==> src/rtl/pbus_wr_pkg.sv <==
package pbus_wr_pkg;

   typedef enum logic [2:0] {
      PH_IDLE,
      PH_ADR1,
      PH_ADR2,
      PH_WAIT,
      PH_DAT1,
      PH_DAT2,
      PH_RCV
   } phase_e;

   localparam int WORD_BYTES = 4;
   localparam int WORD_BITS  = 8 * WORD_BYTES;
   localparam int BUS_BITS   = 16;

endpackage

==> src/rtl/pbus_wr_plan.sv <==
module pbus_wr_plan
   import pbus_wr_pkg::*;
(
   input  logic [1:0] lo,
   input  logic [2:0] len,
   input  logic       wide,
   output logic       bad,
   output logic [2:0] nbeats,
   output logic [1:0] first
);

   logic [3:0] span_end;
   logic [3:0] last_byte;

   always_comb begin
      span_end  = {2'b00, lo} + {1'b0, len};
      last_byte = span_end - 4'd1;
      bad       = (len == 3'd0) || (span_end > 4'(WORD_BYTES));
      if (wide) begin
         first  = {1'b0, lo[1]};
         nbeats = (last_byte[1] != lo[1]) ? 3'd2 : 3'd1;
      end else begin
         first  = lo;
         nbeats = len;
      end
   end

endmodule

==> src/rtl/pbus_wr_phase.sv <==
module pbus_wr_phase
   import pbus_wr_pkg::*;
#(
   parameter int WAIT_W = 3,
   parameter int RCV_W  = 2
) (
   input  logic              clk,
   input  logic              rst_n,
   input  logic              start,
   input  logic              more,
   input  logic [WAIT_W-1:0] n_wait,
   input  logic [RCV_W-1:0]  n_rcv,
   output phase_e            phase,
   output logic              last_rcv
);

   localparam int CW = (WAIT_W > RCV_W) ? WAIT_W : RCV_W;

   logic [CW-1:0] cnt;

   always_ff @(posedge clk or negedge rst_n) begin
      if (!rst_n) begin
         phase <= PH_IDLE;
         cnt   <= '0;
      end else begin
         unique case (phase)
            PH_IDLE: if (start) phase <= PH_ADR1;
            PH_ADR1: phase <= PH_ADR2;
            PH_ADR2: begin
               phase <= PH_WAIT;
               cnt   <= '0;
            end
            PH_WAIT: begin
               if (cnt == CW'(n_wait)) phase <= PH_DAT1;
               else                    cnt   <= cnt + 1'b1;
            end
            PH_DAT1: phase <= PH_DAT2;
            PH_DAT2: begin
               phase <= PH_RCV;
               cnt   <= '0;
            end
            PH_RCV: begin
               if (cnt == CW'(n_rcv)) phase <= more ? PH_ADR1 : PH_IDLE;
               else                   cnt   <= cnt + 1'b1;
            end
            default: phase <= PH_IDLE;
         endcase
      end
   end

   assign last_rcv = (phase == PH_RCV) && (cnt == CW'(n_rcv));

   assert_wait_bound_R6: assert property (@(posedge clk) disable iff (!rst_n)
      (phase == PH_WAIT) |-> (cnt <= CW'(n_wait)));

   assert_rcv_bound_R6: assert property (@(posedge clk) disable iff (!rst_n)
      (phase == PH_RCV) |-> (cnt <= CW'(n_rcv)));

   assert_rcv_exit_R10: assert property (@(posedge clk) disable iff (!rst_n)
      (last_rcv && more) |=> (phase == PH_ADR1));

endmodule

==> src/rtl/pbus_wr_lane.sv <==
module pbus_wr_lane
   import pbus_wr_pkg::*;
(
   input  logic [WORD_BITS-1:0] word,
   input  logic [1:0]           idx,
   input  logic                 wide,
   output logic [BUS_BITS-1:0]  beat
);

   localparam int NHALF = WORD_BITS / BUS_BITS;

   logic [7:0]          bytes [WORD_BYTES];
   logic [BUS_BITS-1:0] halves [NHALF];

   for (genvar b = 0; b < WORD_BYTES; b++) begin : g_byte
      assign bytes[b] = word[8*b +: 8];
   end

   for (genvar h = 0; h < NHALF; h++) begin : g_half
      assign halves[h] = word[BUS_BITS*h +: BUS_BITS];
   end

   assign beat = wide ? halves[idx[0]] : {8'h00, bytes[idx]};

endmodule

==> src/rtl/pbus_wr_seq.sv <==
module pbus_wr_seq
   import pbus_wr_pkg::*;
#(
   parameter int ADDR_W = 24,
   parameter int WAIT_W = 3,
   parameter int RCV_W  = 2
) (
   input  logic                 clk,
   input  logic                 rst_n,
   input  logic                 req_valid,
   output logic                 req_ready,
   input  logic [ADDR_W-1:0]    req_addr,
   input  logic [2:0]           req_len,
   input  logic [WORD_BITS-1:0] req_data,
   output logic                 req_done,
   input  logic                 cfg_wide,
   input  logic [WAIT_W-1:0]    cfg_wait,
   input  logic [RCV_W-1:0]     cfg_rcv,
   input  logic                 err_clr,
   output logic                 err_flag,
   output logic                 bus_ce_n,
   output logic                 bus_we_n,
   output logic                 bus_oe_n,
   output logic [ADDR_W-1:0]    bus_addr,
   output logic [BUS_BITS-1:0]  bus_data,
   output logic                 bus_data_oe
);

   localparam int HI_W = ADDR_W - 2;

   if (ADDR_W < 4) begin : g_chk_addr
      $error("pbus_wr_seq: ADDR_W must be at least 4");
   end
   if (WAIT_W < 1 || WAIT_W > 4) begin : g_chk_wait
      $error("pbus_wr_seq: WAIT_W must lie in 1..4");
   end
   if (RCV_W < 1 || RCV_W > 3) begin : g_chk_rcv
      $error("pbus_wr_seq: RCV_W must lie in 1..3");
   end

   logic                 bad;
   logic [2:0]           nbeats;
   logic [1:0]           first;
   logic                 accept, go, reject;
   logic                 more, last_rcv;
   phase_e               phase;

   logic [HI_W-1:0]      hi_q;
   logic [WORD_BITS-1:0] data_q;
   logic                 wide_q;
   logic [WAIT_W-1:0]    wait_q;
   logic [RCV_W-1:0]     rcv_q;
   logic [1:0]           idx_q;
   logic [2:0]           left_q;
   logic                 err_q;
   logic                 done_q;
   logic [BUS_BITS-1:0]  lane_word;

   pbus_wr_plan u_plan (
      .lo     (req_addr[1:0]),
      .len    (req_len),
      .wide   (cfg_wide),
      .bad    (bad),
      .nbeats (nbeats),
      .first  (first)
   );

   assign accept = req_valid && req_ready;
   assign go     = accept && !bad;
   assign reject = accept && bad;
   assign more   = (left_q != 3'd1);

   pbus_wr_phase #(
      .WAIT_W (WAIT_W),
      .RCV_W  (RCV_W)
   ) u_phase (
      .clk      (clk),
      .rst_n    (rst_n),
      .start    (go),
      .more     (more),
      .n_wait   (wait_q),
      .n_rcv    (rcv_q),
      .phase    (phase),
      .last_rcv (last_rcv)
   );

   always_ff @(posedge clk or negedge rst_n) begin
      if (!rst_n) begin
         hi_q   <= '0;
         data_q <= '0;
         wide_q <= 1'b0;
         wait_q <= '0;
         rcv_q  <= '0;
         idx_q  <= '0;
         left_q <= '0;
         err_q  <= 1'b0;
         done_q <= 1'b0;
      end else begin
         done_q <= 1'b0;
         err_q  <= reject | (err_q & ~err_clr);
         if (go) begin
            hi_q   <= req_addr[ADDR_W-1:2];
            data_q <= req_data;
            wide_q <= cfg_wide;
            wait_q <= cfg_wait;
            rcv_q  <= cfg_rcv;
            idx_q  <= first;
            left_q <= nbeats;
         end else if (last_rcv) begin
            if (more) begin
               left_q <= left_q - 3'd1;
               idx_q  <= idx_q + 2'd1;
            end else begin
               done_q <= 1'b1;
            end
         end
         if (reject) done_q <= 1'b1;
      end
   end

   pbus_wr_lane u_lane (
      .word (data_q),
      .idx  (idx_q),
      .wide (wide_q),
      .beat (lane_word)
   );

   logic drive, strobe_we, active;

   always_comb begin
      active    = (phase != PH_IDLE);
      drive     = (phase inside {PH_ADR1, PH_ADR2, PH_WAIT, PH_DAT1, PH_DAT2});
      strobe_we = (phase inside {PH_WAIT, PH_DAT1, PH_DAT2});
      if (!active)     bus_addr = '0;
      else if (wide_q) bus_addr = {hi_q, idx_q[0], 1'b0};
      else             bus_addr = {hi_q, idx_q};
      bus_data = active ? lane_word : '0;
   end

   assign req_ready   = !active;
   assign req_done    = done_q;
   assign err_flag    = err_q;
   assign bus_ce_n    = !drive;
   assign bus_we_n    = !strobe_we;
   assign bus_oe_n    = 1'b1;
   assign bus_data_oe = drive;

   assert_ready_quiet_R1: assert property (@(posedge clk) disable iff (!rst_n)
      req_ready |-> (bus_ce_n && bus_we_n));

   assert_reject_R2: assert property (@(posedge clk) disable iff (!rst_n)
      reject |=> (bus_ce_n && err_flag && req_done));

   assert_err_sticky_R3: assert property (@(posedge clk) disable iff (!rst_n)
      (err_flag && !err_clr) |=> err_flag);

   assert_addr_before_we_R6: assert property (@(posedge clk) disable iff (!rst_n)
      $fell(bus_we_n) |-> ($past(!bus_ce_n && bus_we_n) && $past(!bus_ce_n && bus_we_n, 2)));

   assert_we_inside_ce_R7: assert property (@(posedge clk) disable iff (!rst_n)
      !bus_we_n |-> !bus_ce_n);

   assert_hold_R8: assert property (@(posedge clk) disable iff (!rst_n)
      (!bus_ce_n && $past(!bus_ce_n)) |-> ($stable(bus_addr) && $stable(bus_data)));

   assert_done_ready_R9: assert property (@(posedge clk) disable iff (!rst_n)
      req_done |-> req_ready);

endmodule

==> config.mk <==
export PLATFORM = sky130hd
export DESIGN_NAME = pbus_wr_seq
export DESIGN_NICKNAME = d
export VERILOG_FILES = /design/src/rtl/pbus_wr_pkg.sv /design/src/rtl/pbus_wr_plan.sv /design/src/rtl/pbus_wr_phase.sv /design/src/rtl/pbus_wr_lane.sv /design/src/rtl/pbus_wr_seq.sv
export SDC_FILE = /design/constraint.sdc
export NUM_CORES = 1
export LEC_CHECK = 0
export ABC_CLOCK_PERIOD_IN_PS = 2300
export BUFFER_PORTS_ARGS = -buffer_cell sky130_fd_sc_hd__buf_2
export CORE_MARGIN = 2
export CORE_UTILIZATION = 50
export DETAILED_ROUTE_END_ITERATION = 12
export PLACE_DENSITY = 0.77
export SYNTH_ARGS = -nofsm -noshare
export SYNTH_HDL_FRONTEND = slang
export SYNTH_HIERARCHICAL = 1
export SYNTH_SLANG_ARGS = --single-unit
export TNS_END_PERCENT = 50
==> constraint.sdc <==
create_clock -name clk -period 2.3 [get_ports clk]
set_clock_uncertainty 0.15 [all_clocks]
set_input_delay 0.46 -clock clk [delete_from_list [all_inputs] [get_ports clk]]
set_output_delay 0.46 -clock clk [all_outputs]
set_load 0.01 [all_outputs]
Word level (Yosys, flattened, before mapping)
Cells that the tools add are included.
Cells by class
  add/sub/neg operators: 5
  reduce and logical (&&, ||, !) cells: 21
  bitwise operators: 5
  $lt $le $gt $ge: 3
  muxes and demuxes: 31
  eq/ne operators: 15
Operators with widths (number)
  2-to-1 mux 16 bit: 5
  2-to-1 mux 3 bit: 9
  2-to-1 mux 24 bit: 1
  one-hot mux 3 bit (7 select lines): 1
  binary-select mux 8 bit (select 2 bit): 1
  2-to-1 mux 8 bit: 2
  2-to-1 mux 2 bit: 6
  equality test 3 bit, second input constant: 3
  one-hot mux 3 bit (3 select lines): 1
  nonzero test 3 bit: 3
  inequality test 2 bit, second input constant: 4
  equality test 3 x 2 -> 1 bit, second input constant: 2
  logical NOT 3 bit: 2
  AND reduction 3 bit: 2
  2-to-1 mux 1 bit: 5
  nonzero test 5 bit: 1
  adder 2 x 3 -> 4 bit: 1
  > comparator 4 x 3 -> 1 bit, second input constant: 1
  logical AND 1 bit: 4
  logical NOT 1 bit: 4
  nonzero test 2 bit: 2
  adder 3 x 1 -> 3 bit, second input constant: 1
  equality test 3 x 1 -> 1 bit, second input constant: 1
  equality test 3 x 2 -> 1 bit: 1
  other kinds (17): 17
Word-level totals
  flip-flop bits (word level): 73

Depth between registers and ports, before layout
Gate-level depths: netlist (run 1).
  word-level depth: 7
  depth in mapped cells: 16
  mapped depth without buffers: 14

Cells and area by module
Netlist (run 1), hierarchy kept.
Modules (own cells, without submodules)
  pbus_wr_seq: cells an instance 226, instances 1, area each 3270.6 um2
  pbus_wr_lane: cells an instance 59, instances 1, area each 454.2 um2
  pbus_wr_phase: cells an instance 45, instances 1, area each 431.7 um2
  pbus_wr_plan: cells an instance 20, instances 1, area each 158.9 um2

Worst setup path before layout (run 1)
No wires, ideal clock.
  path kind: input port to flip-flop
  start: input port req_addr[0]
  end: register data_q[10]
  setup slack: -647 ps
  stages on the path: 13
  data required time: 2025 ps
  buffers on the path: 2
  arrival: 2672 ps
  path through: ha_1 > fa_1 > inv_1 > ha_1 > nand2b_1 > a32o_1 > o31ai_1 > nand2b_1 > or2_1 > buf_6 > inv_12 > buf_12 > mux2_4
On the way
  word-level cells in the longest chain between the ends: 5
RTL lines
  start, declared: RTL line pbus_wr_seq.sv:12  | input logic [ADDR_W-1:0] req_addr,
  adder 2 x 3 -> 4 bit: RTL line pbus_wr_plan.sv:16  | span_end = {2'b00, lo} + {1'b0, len};
  > comparator 4 x 3 -> 1 bit: RTL line pbus_wr_plan.sv:18  | bad = (len == 3'd0) || (span_end > 4'(WORD_BYTES));
  logical OR 1 bit: RTL line pbus_wr_plan.sv:18
  net bad: RTL line pbus_wr_seq.sv:41  | logic bad;
  logical NOT 1 bit: RTL line pbus_wr_seq.sv:69  | assign go = accept && !bad;
  logical AND 1 bit: RTL line pbus_wr_seq.sv:69
  end signal, assigned: RTL line pbus_wr_seq.sv:103  | data_q <= req_data;
  end, declared: RTL line pbus_wr_seq.sv:49  | logic [WORD_BITS-1:0] data_q;
The timed path passes the listed nets, and every way through them passes these cells.
A chain may end at the register's enable or synchronous reset.

Final worst setup path (run 1)
  start: input port req_addr[0]
  end: register hi_q[18]
On the way
  word-level cells in the longest chain between the ends: 5
RTL lines
  adder 2 x 3 -> 4 bit: RTL line pbus_wr_plan.sv:16
  > comparator 4 x 3 -> 1 bit: RTL line pbus_wr_plan.sv:18
  logical OR 1 bit: RTL line pbus_wr_plan.sv:18
  net bad: RTL line pbus_wr_seq.sv:41
  logical NOT 1 bit: RTL line pbus_wr_seq.sv:69
  logical AND 1 bit: RTL line pbus_wr_seq.sv:69
  end signal, assigned: RTL line pbus_wr_seq.sv:102  | hi_q <= req_addr[ADDR_W-1:2];
  end, declared: RTL line pbus_wr_seq.sv:48  | logic [HI_W-1:0] hi_q;
The timed path passes the listed nets, and every way through them passes these cells.

==> impl_metrics.env, run 1 <==
export IMPL_cp_required_ns=2.38
export IMPL_h_tree_depth=3
export IMPL_syn_num_nets=426
export IMPL_track_usage_pct=20.3
export IMPL_final_nets=563
export IMPL_ff2ff_path_depth=6
export IMPL_drtPass1Iterations=5
export IMPL_area_growth_pct=26.8
export IMPL_min_to="data_q[29]$_DFFE_PN0P_"
export IMPL_wl_per_cell_um=16.6
export IMPL_clock_fmax_mhz=373
export IMPL_wirelength_um=9910
export IMPL_regToRegStartpoint="u_phase/cnt[1]$_DFFE_PN0P_"
export IMPL_grt_pass1_vias=3210
export IMPL_drive_gt1_share_pct=49.0
export IMPL_route_detailed_drc=0
export IMPL_dp_hpwl_um=6730
export IMPL_power_total_uw=7110
export IMPL_synth_top_cell_by_area="dfrtp_1"
export IMPL_crit_type="in2reg"
export IMPL_cp_end_kind="register"
export IMPL_setup_slack_ns=-0.379
export IMPL_synth_commonest_cells="dfrtp_1 (73), mux2_4 (59), and2_1 (38)"
export IMPL_num_io_pins=116
export IMPL_syn_inst=350
export IMPL_critPathMaxFanout=7
export IMPL_relSlewSlack_pct=63.7
export IMPL_place_area_mm2=0.00510
export IMPL_yosysMostFrequentCell="dfrtp_1"
export IMPL_drtAntennaViolNets=0
export IMPL_powerDensity_mw_per_mm2=1300
export IMPL_final_area_mm2=0.00547
export IMPL_clock_sinks=73
export IMPL_grt_max_degree=45
export IMPL_initial_core_util_pct=52.0
export IMPL_drv_slew=0
export IMPL_failed_checks="negative setup slack"
export IMPL_clock_path_buffers=2
export IMPL_yosys_warnings=6
export IMPL_rsz0062_at_grt="yes"
export IMPL_avgSynthCellArea_um2=12.3
export IMPL_hold_start="req_data[29]"
export IMPL_grt_pass1_wl_um=15600
export IMPL_ys_flop_type="dfrtp_1"
export IMPL_hold_depth=2
export IMPL_synth_top_area_share_pct=42.3
export IMPL_diodes=0
export IMPL_max_cap_violations=0
export IMPL_final_period_utilization_pct=116
export IMPL_crit_arrival_ns=2.76
export IMPL_ys_types=54
export IMPL_num_rows=33
export IMPL_coreArea_mm2=0.00830
export IMPL_cp_start_kind="primary input"
export IMPL_fillers=644
export IMPL_antenna_found_initial=0
export IMPL_hold_violations=0
export IMPL_worstReg2RegEnd="left_q[2]$_DFFE_PN0P_"
export IMPL_die_x_um=96.9
export IMPL_io_buffers=114
export IMPL_synth_area_top_cells="dfrtp_1 (42%), mux2_4 (21%), and2_1 (5.5%)"
export IMPL_num_vias=3152
export IMPL_ys_async_sr_fraction_pct=100
export IMPL_synth_edf_count=0
export IMPL_ys_seq_elements=73
export IMPL_fp_dieH_um=96.9
export IMPL_cts_buffers=9
export IMPL_post_place_ws_ns=-0.892
export IMPL_clock_latency_ns=0.35
export IMPL_clk_pin_slew_worst_paths_ns=0.08
export IMPL_ir_drop_mv=0.590
export IMPL_drt_iter0_markers=110
export IMPL_hp_class="in2reg"
export IMPL_synth_area_mm2=0.00432
export IMPL_leakagePower_uw=0.00274
export IMPL_die_area_mm2=0.00939
export IMPL_gp_congestion=0.796
export IMPL_regToRegSetupSlack_ns=0.11
export IMPL_finalSetupViolCount=108
export IMPL_vias_per_cell=5.28
export IMPL_cts_root_buffer="clkbuf_8"
export IMPL_yosysSeqAreaShare_pct=42.3
export IMPL_tightest_slew_ns=0.540
export IMPL_status="finished, violations left"
export IMPL_grt_overflow_total=0
export IMPL_cts_tree="yes"
export IMPL_post_route_min_period_ns=2.68
worst max-delay path, stage by stage:
cell	delay, ns
buf_8	0.10
ha_4	0.15
fa_1	0.48
inv_1	0.05
ha_2	0.18
nand2b_4	0.13
a32o_2	0.22
o31ai_2	0.07
nand2b_4	0.18
or2_4	0.20
inv_12	0.07
clkbuf_16	0.17
mux2_4	0.29
sequential cells by signal, summed over array words and instances (netlist names):
register / count
u_phase/phase: 3
wait_q: 3
req_done: 1
u_phase/cnt: 3
hi_q: 22
wide_q: 1
left_q: 3
rcv_q: 2
data_q: 32
idx_q: 2
err_flag: 1
layer usage:
layer / global-route usage (%) / routed length [um] / up-vias / share of wire, %
met3: 5.42 / 503 / 8 / 5.1
met5: 0 / 0 / - / 0
li1: - / - / 1512 / -
met1: 26.7 / 4410 / 1528 / 45
met2: 33.7 / 4900 / 104 / 49
met4: 4.55 / 93 / 0 / 0.94
placed cells by master (no fill, tap or decap), types with 3 or more instances in the layout:
cell,count
nor3_1,6
dfrtp_1,73
or3_1,3
nand2_1,11
nor2_1,13
inv_1,17
buf_4,17
nor2b_1,6
mux2_2,5
o221ai_1,14
buf_2,111
ha_1,4
a31oi_1,4
xor2_1,5
buf_12,4
clkinvlp_4,3
a22oi_1,7
clkbuf_8,9
and2_1,38
o21ai_0,6
buf_6,5
mux2_4,60
mux2i_1,18
logic make-up after synthesis:
group / Yosys count / share of synthesized area (%)
flip-flops: 73 / 42.3
buffers and inverters: 39 / 6.49
other: 1 / 0.0869
AO/OA/AOI/OAI: 47 / 8.79
XOR/XNOR: 6 / 1.22
multiplexers: 85 / 27.1
adder cells (fa/ha/maj): 7 / 2.20
AND/OR/NAND/NOR: 92 / 11.8
power breakdown:
part	switching [uW]	leakage (uW)	internal (uW)
Clock	510	0.0000912	499
Combinational	1670	0.00175	2050
Sequential	479	0.000898	1890
Total	2660	0.00274	4450
final cells by class:
class	count	area, um^2	area share [%]
multi-input combinational	238	2260	41.3
sequential	73	1830	33.4
timing repair buffer	144	965	17.6
tap	105	131	2.40
clock buffer	9	124	2.26
inverter	20	87.6	1.60
clock inverter	7	71.3	1.30
timing repair inverter	1	8.76	0.160
timing repair:
action / 4_1_cts / 5_1_grt
setup buffers: 3 / 0
pin swaps: 1 / 5
endpoints found under the setup margin: 108 / 109
hold buffers: 1 / 0
gates resized for setup: 10 / 8
endpoints found under the hold margin: 34 / 0
gates cloned: 0 / 4
per-stage QoR:
step           hold slack (ns)  instances  TNS, ns  utilization (%)
2_1_floorplan           0.0144        350   -34.45                -
3_3_place_gp             0.285        573   -49.85             61.5
3_5_place_dp             0.299        573   -56.33             61.5
4_1_cts                  0.172        593   -25.45             64.7
5_1_grt                  0.177        597   -31.36             65.9
6_report                 0.187        597   -26.01             65.9
how the worst max path moves through the flow:
stage | start | endpoint | slack (ns)
5_1_grt | req_addr[0] | data_q[20]$_DFFE_PN0P_ | -0.41
2_1_floorplan | req_addr[0] | data_q[10]$_DFFE_PN0P_ | -0.55
4_1_cts | req_addr[0] | hi_q[13]$_DFFE_PN0P_ | -0.39
3_3_place_gp | req_addr[0] | hi_q[20]$_DFFE_PN0P_ | -0.78
6_report | req_addr[0] | hi_q[18]$_DFFE_PN0P_ | -0.38
3_5_place_dp | req_addr[0] | hi_q[4]$_DFFE_PN0P_ | -0.89
Note: power is estimated with default switching activity, not from simulation.
==> inputs of run 2 (changes only) <==
--- a/config.mk
+++ b/config.mk
@@ -8,9 +8,8 @@
 export ABC_CLOCK_PERIOD_IN_PS = 2300
 export BUFFER_PORTS_ARGS = -buffer_cell sky130_fd_sc_hd__buf_2
 export CORE_MARGIN = 2
-export CORE_UTILIZATION = 50
+export CORE_UTILIZATION = 38
 export DETAILED_ROUTE_END_ITERATION = 12
-export PLACE_DENSITY = 0.77
 export SYNTH_ARGS = -nofsm -noshare
 export SYNTH_HDL_FRONTEND = slang
 export SYNTH_HIERARCHICAL = 1
==> impl_metrics.env, run 2 (synthesis gave the netlist of run 1 again) <==
export IMPL_slowest_delay_ns=0.48
export IMPL_finalSetupViolCount=107
export IMPL_ff2ff_path_depth=6
export IMPL_wl_per_cell_um=15.6
export IMPL_hp_class="in2reg"
export IMPL_crit_type="in2reg"
export IMPL_coreArea_mm2=0.0110
export IMPL_clock_latency_ns=0.33
export IMPL_regToRegSetupSlack_ns=0.26
export IMPL_clock_path_buffers=2
export IMPL_drtAntennaViolNets=0
export IMPL_grt_pass1_vias=3421
export IMPL_track_usage_pct=17.1
export IMPL_cts_tree="yes"
export IMPL_hold_start="req_addr[9]"
export IMPL_fp_dieH_um=111
export IMPL_grt_overflow_total=0
export IMPL_leakagePower_uw=0.00289
export IMPL_post_route_min_period_ns=2.72
export IMPL_final_area_mm2=0.00585
export IMPL_ir_drop_mv=0.766
export IMPL_num_io_pins=116
export IMPL_fillers=972
export IMPL_crit_top_cell="nand2b_4"
export IMPL_failed_checks="negative setup slack"
export IMPL_cp_required_ns=2.36
export IMPL_wirelength_um=9990
export IMPL_drt_iter0_markers=158
export IMPL_relSlewSlack_pct=63.9
export IMPL_powerDensity_mw_per_mm2=1290
export IMPL_final_nets=573
export IMPL_top_regs="data_q x32, hi_q x22"
export IMPL_route_detailed_drc=0
export IMPL_tightest_slew_ns=0.537
export IMPL_grt_pass1_wl_um=17100
export IMPL_cp_slowest_cell="fa_1"
export IMPL_largest_reg_flops=32
export IMPL_post_route_util_pct=53.3
export IMPL_seqCellArea_mm2=0.00183
export IMPL_regToRegStartpoint="u_phase/cnt[1]$_DFFE_PN0P_"
export IMPL_final_common_cell="buf_2"
export IMPL_hold_depth=2
export IMPL_vias_per_cell=4.96
export IMPL_max_cap_violations=0
export IMPL_cts_buffers=9
export IMPL_cts_root_buffer="clkbuf_16"
export IMPL_post_place_ws_ns=-0.859
export IMPL_cp_cell_sequence="buf_8 -> ha_4 -> fa_1 -> inv_1 -> ha_2 -> nand2b_4 -> a32o_2 -> o31ai_2 -> nand2b_4 -> or2_4 -> inv_12 -> buf_12 -> buf_16 -> mux2_4"
export IMPL_drive_gt1_share_pct=50.0
export IMPL_crit_arrival_ns=2.78
export IMPL_worstReg2RegEnd="left_q[2]$_DFFE_PN0P_"
export IMPL_status="finished, violations left"
export IMPL_rsz0062_at_grt="yes"
export IMPL_die_area_mm2=0.0122
export IMPL_clk_pin_slew_worst_paths_ns=0.06
export IMPL_dp_hpwl_um=6900
export IMPL_grt_max_degree=45
export IMPL_setup_slack_ns=-0.420
export IMPL_final_period_utilization_pct=118
export IMPL_cp_start_kind="primary input"
export IMPL_clock_sinks=73
export IMPL_min_to="hi_q[7]$_DFFE_PN0P_"
export IMPL_drtPass1Iterations=4
export IMPL_multi_input_area_mm2=0.00225
export IMPL_diodes=0
export IMPL_place_area_mm2=0.00515
export IMPL_cp_end_kind="register"
export IMPL_area_growth_pct=35.5
export IMPL_cp_startpoint="req_len[0]"
export IMPL_hold_violations=0
export IMPL_gp_congestion=0.805
export IMPL_critPathMaxFanout=8
export IMPL_initial_core_util_pct=39.3
export IMPL_antenna_found_initial=0
export IMPL_num_vias=3187
export IMPL_io_buffers=114
export IMPL_h_tree_depth=3
export IMPL_drv_slew=0
export IMPL_regMostFlops="data_q"
export IMPL_setup_tns_final_ns=-27.08
export IMPL_die_x_um=111
export IMPL_clock_fmax_mhz=368
export IMPL_layout_common_cells="buf_2 (111), dfrtp_1 (72), mux2_4 (60), and2_1 (38), buf_4 (22)"
export IMPL_num_rows=38
-- run 2: worst max path at each step --
stage | to | slack (ns) | cells after the start
final | data_q[5]$_DFFE_PN0P_ | -0.42 | 14
after global routing | data_q[14]$_DFFE_PN0P_ | -0.49 | 14
after CTS | data_q[12]$_DFFE_PN0P_ | -0.40 | 14
after detailed placement | data_q[24]$_DFFE_PN0P_ | -0.86 | 13
after global placement | data_q[14]$_DFFE_PN0P_ | -0.80 | 13
after floorplan | data_q[10]$_DFFE_PN0P_ | -0.55 | 13
-- run 2: layout make-up --
class	count	area share, %
Inverter	20	1.56
Clock buffer	12	4.39
Timing Repair Buffer	155	20.4
Multi-Input combinational cell	238	38.5
Clock inverter	4	0.877
Tap cell	140	2.99
Sequential cell	73	31.3
-- run 2: repair_timing --
item / 4_1_cts / 5_1_grt
hold buffers: 1 / 0
gates cloned: 7 / 0
hold endpoints to repair: 36 / 0
setup endpoints to repair: 108 / 109
buffers inserted: 8 / 0
pin swaps: 5 / 2
gates resized for setup: 23 / 3
-- run 2: per-stage QoR --
stage | power [uW] | hold WS (ns) | std cells
detailed placement | 6060 | 0.311 | 610
global placement | 5980 | 0.309 | 610
CTS | 7640 | 0.195 | 642
finish | 7570 | 0.209 | 642
global route | 8130 | 0.197 | 642
floorplan | 4870 | 0.0144 | 350
-- run 2: power breakdown --
part	switching, uW	internal, uW
sequential	465	1900
combinational	1640	2130
clock	528	899
total	2640	4930
-- run 2: critical path, delay by kind of cell --
| kind | cells | cell delay [ns] |
|---|---|---|
| AOI/OAI and AO/OA | 2 | 0.28 |
| adders and majority gates | 3 | 0.80 |
| buffers and inverters | 5 | 0.48 |
| muxes | 1 | 0.29 |
| and+or+nand+nor | 3 | 0.46 |
-- run 2: metal layers --
metal | track usage, % | vias up | routed length [um]
li1 | - | 1536 | -
met1 | 22.3 | 1556 | 4510
met2 | 28.5 | 86 | 4940
met3 | 4.17 | 9 | 458
met4 | 4.50 | 0 | 81
met5 | 0 | - | 0
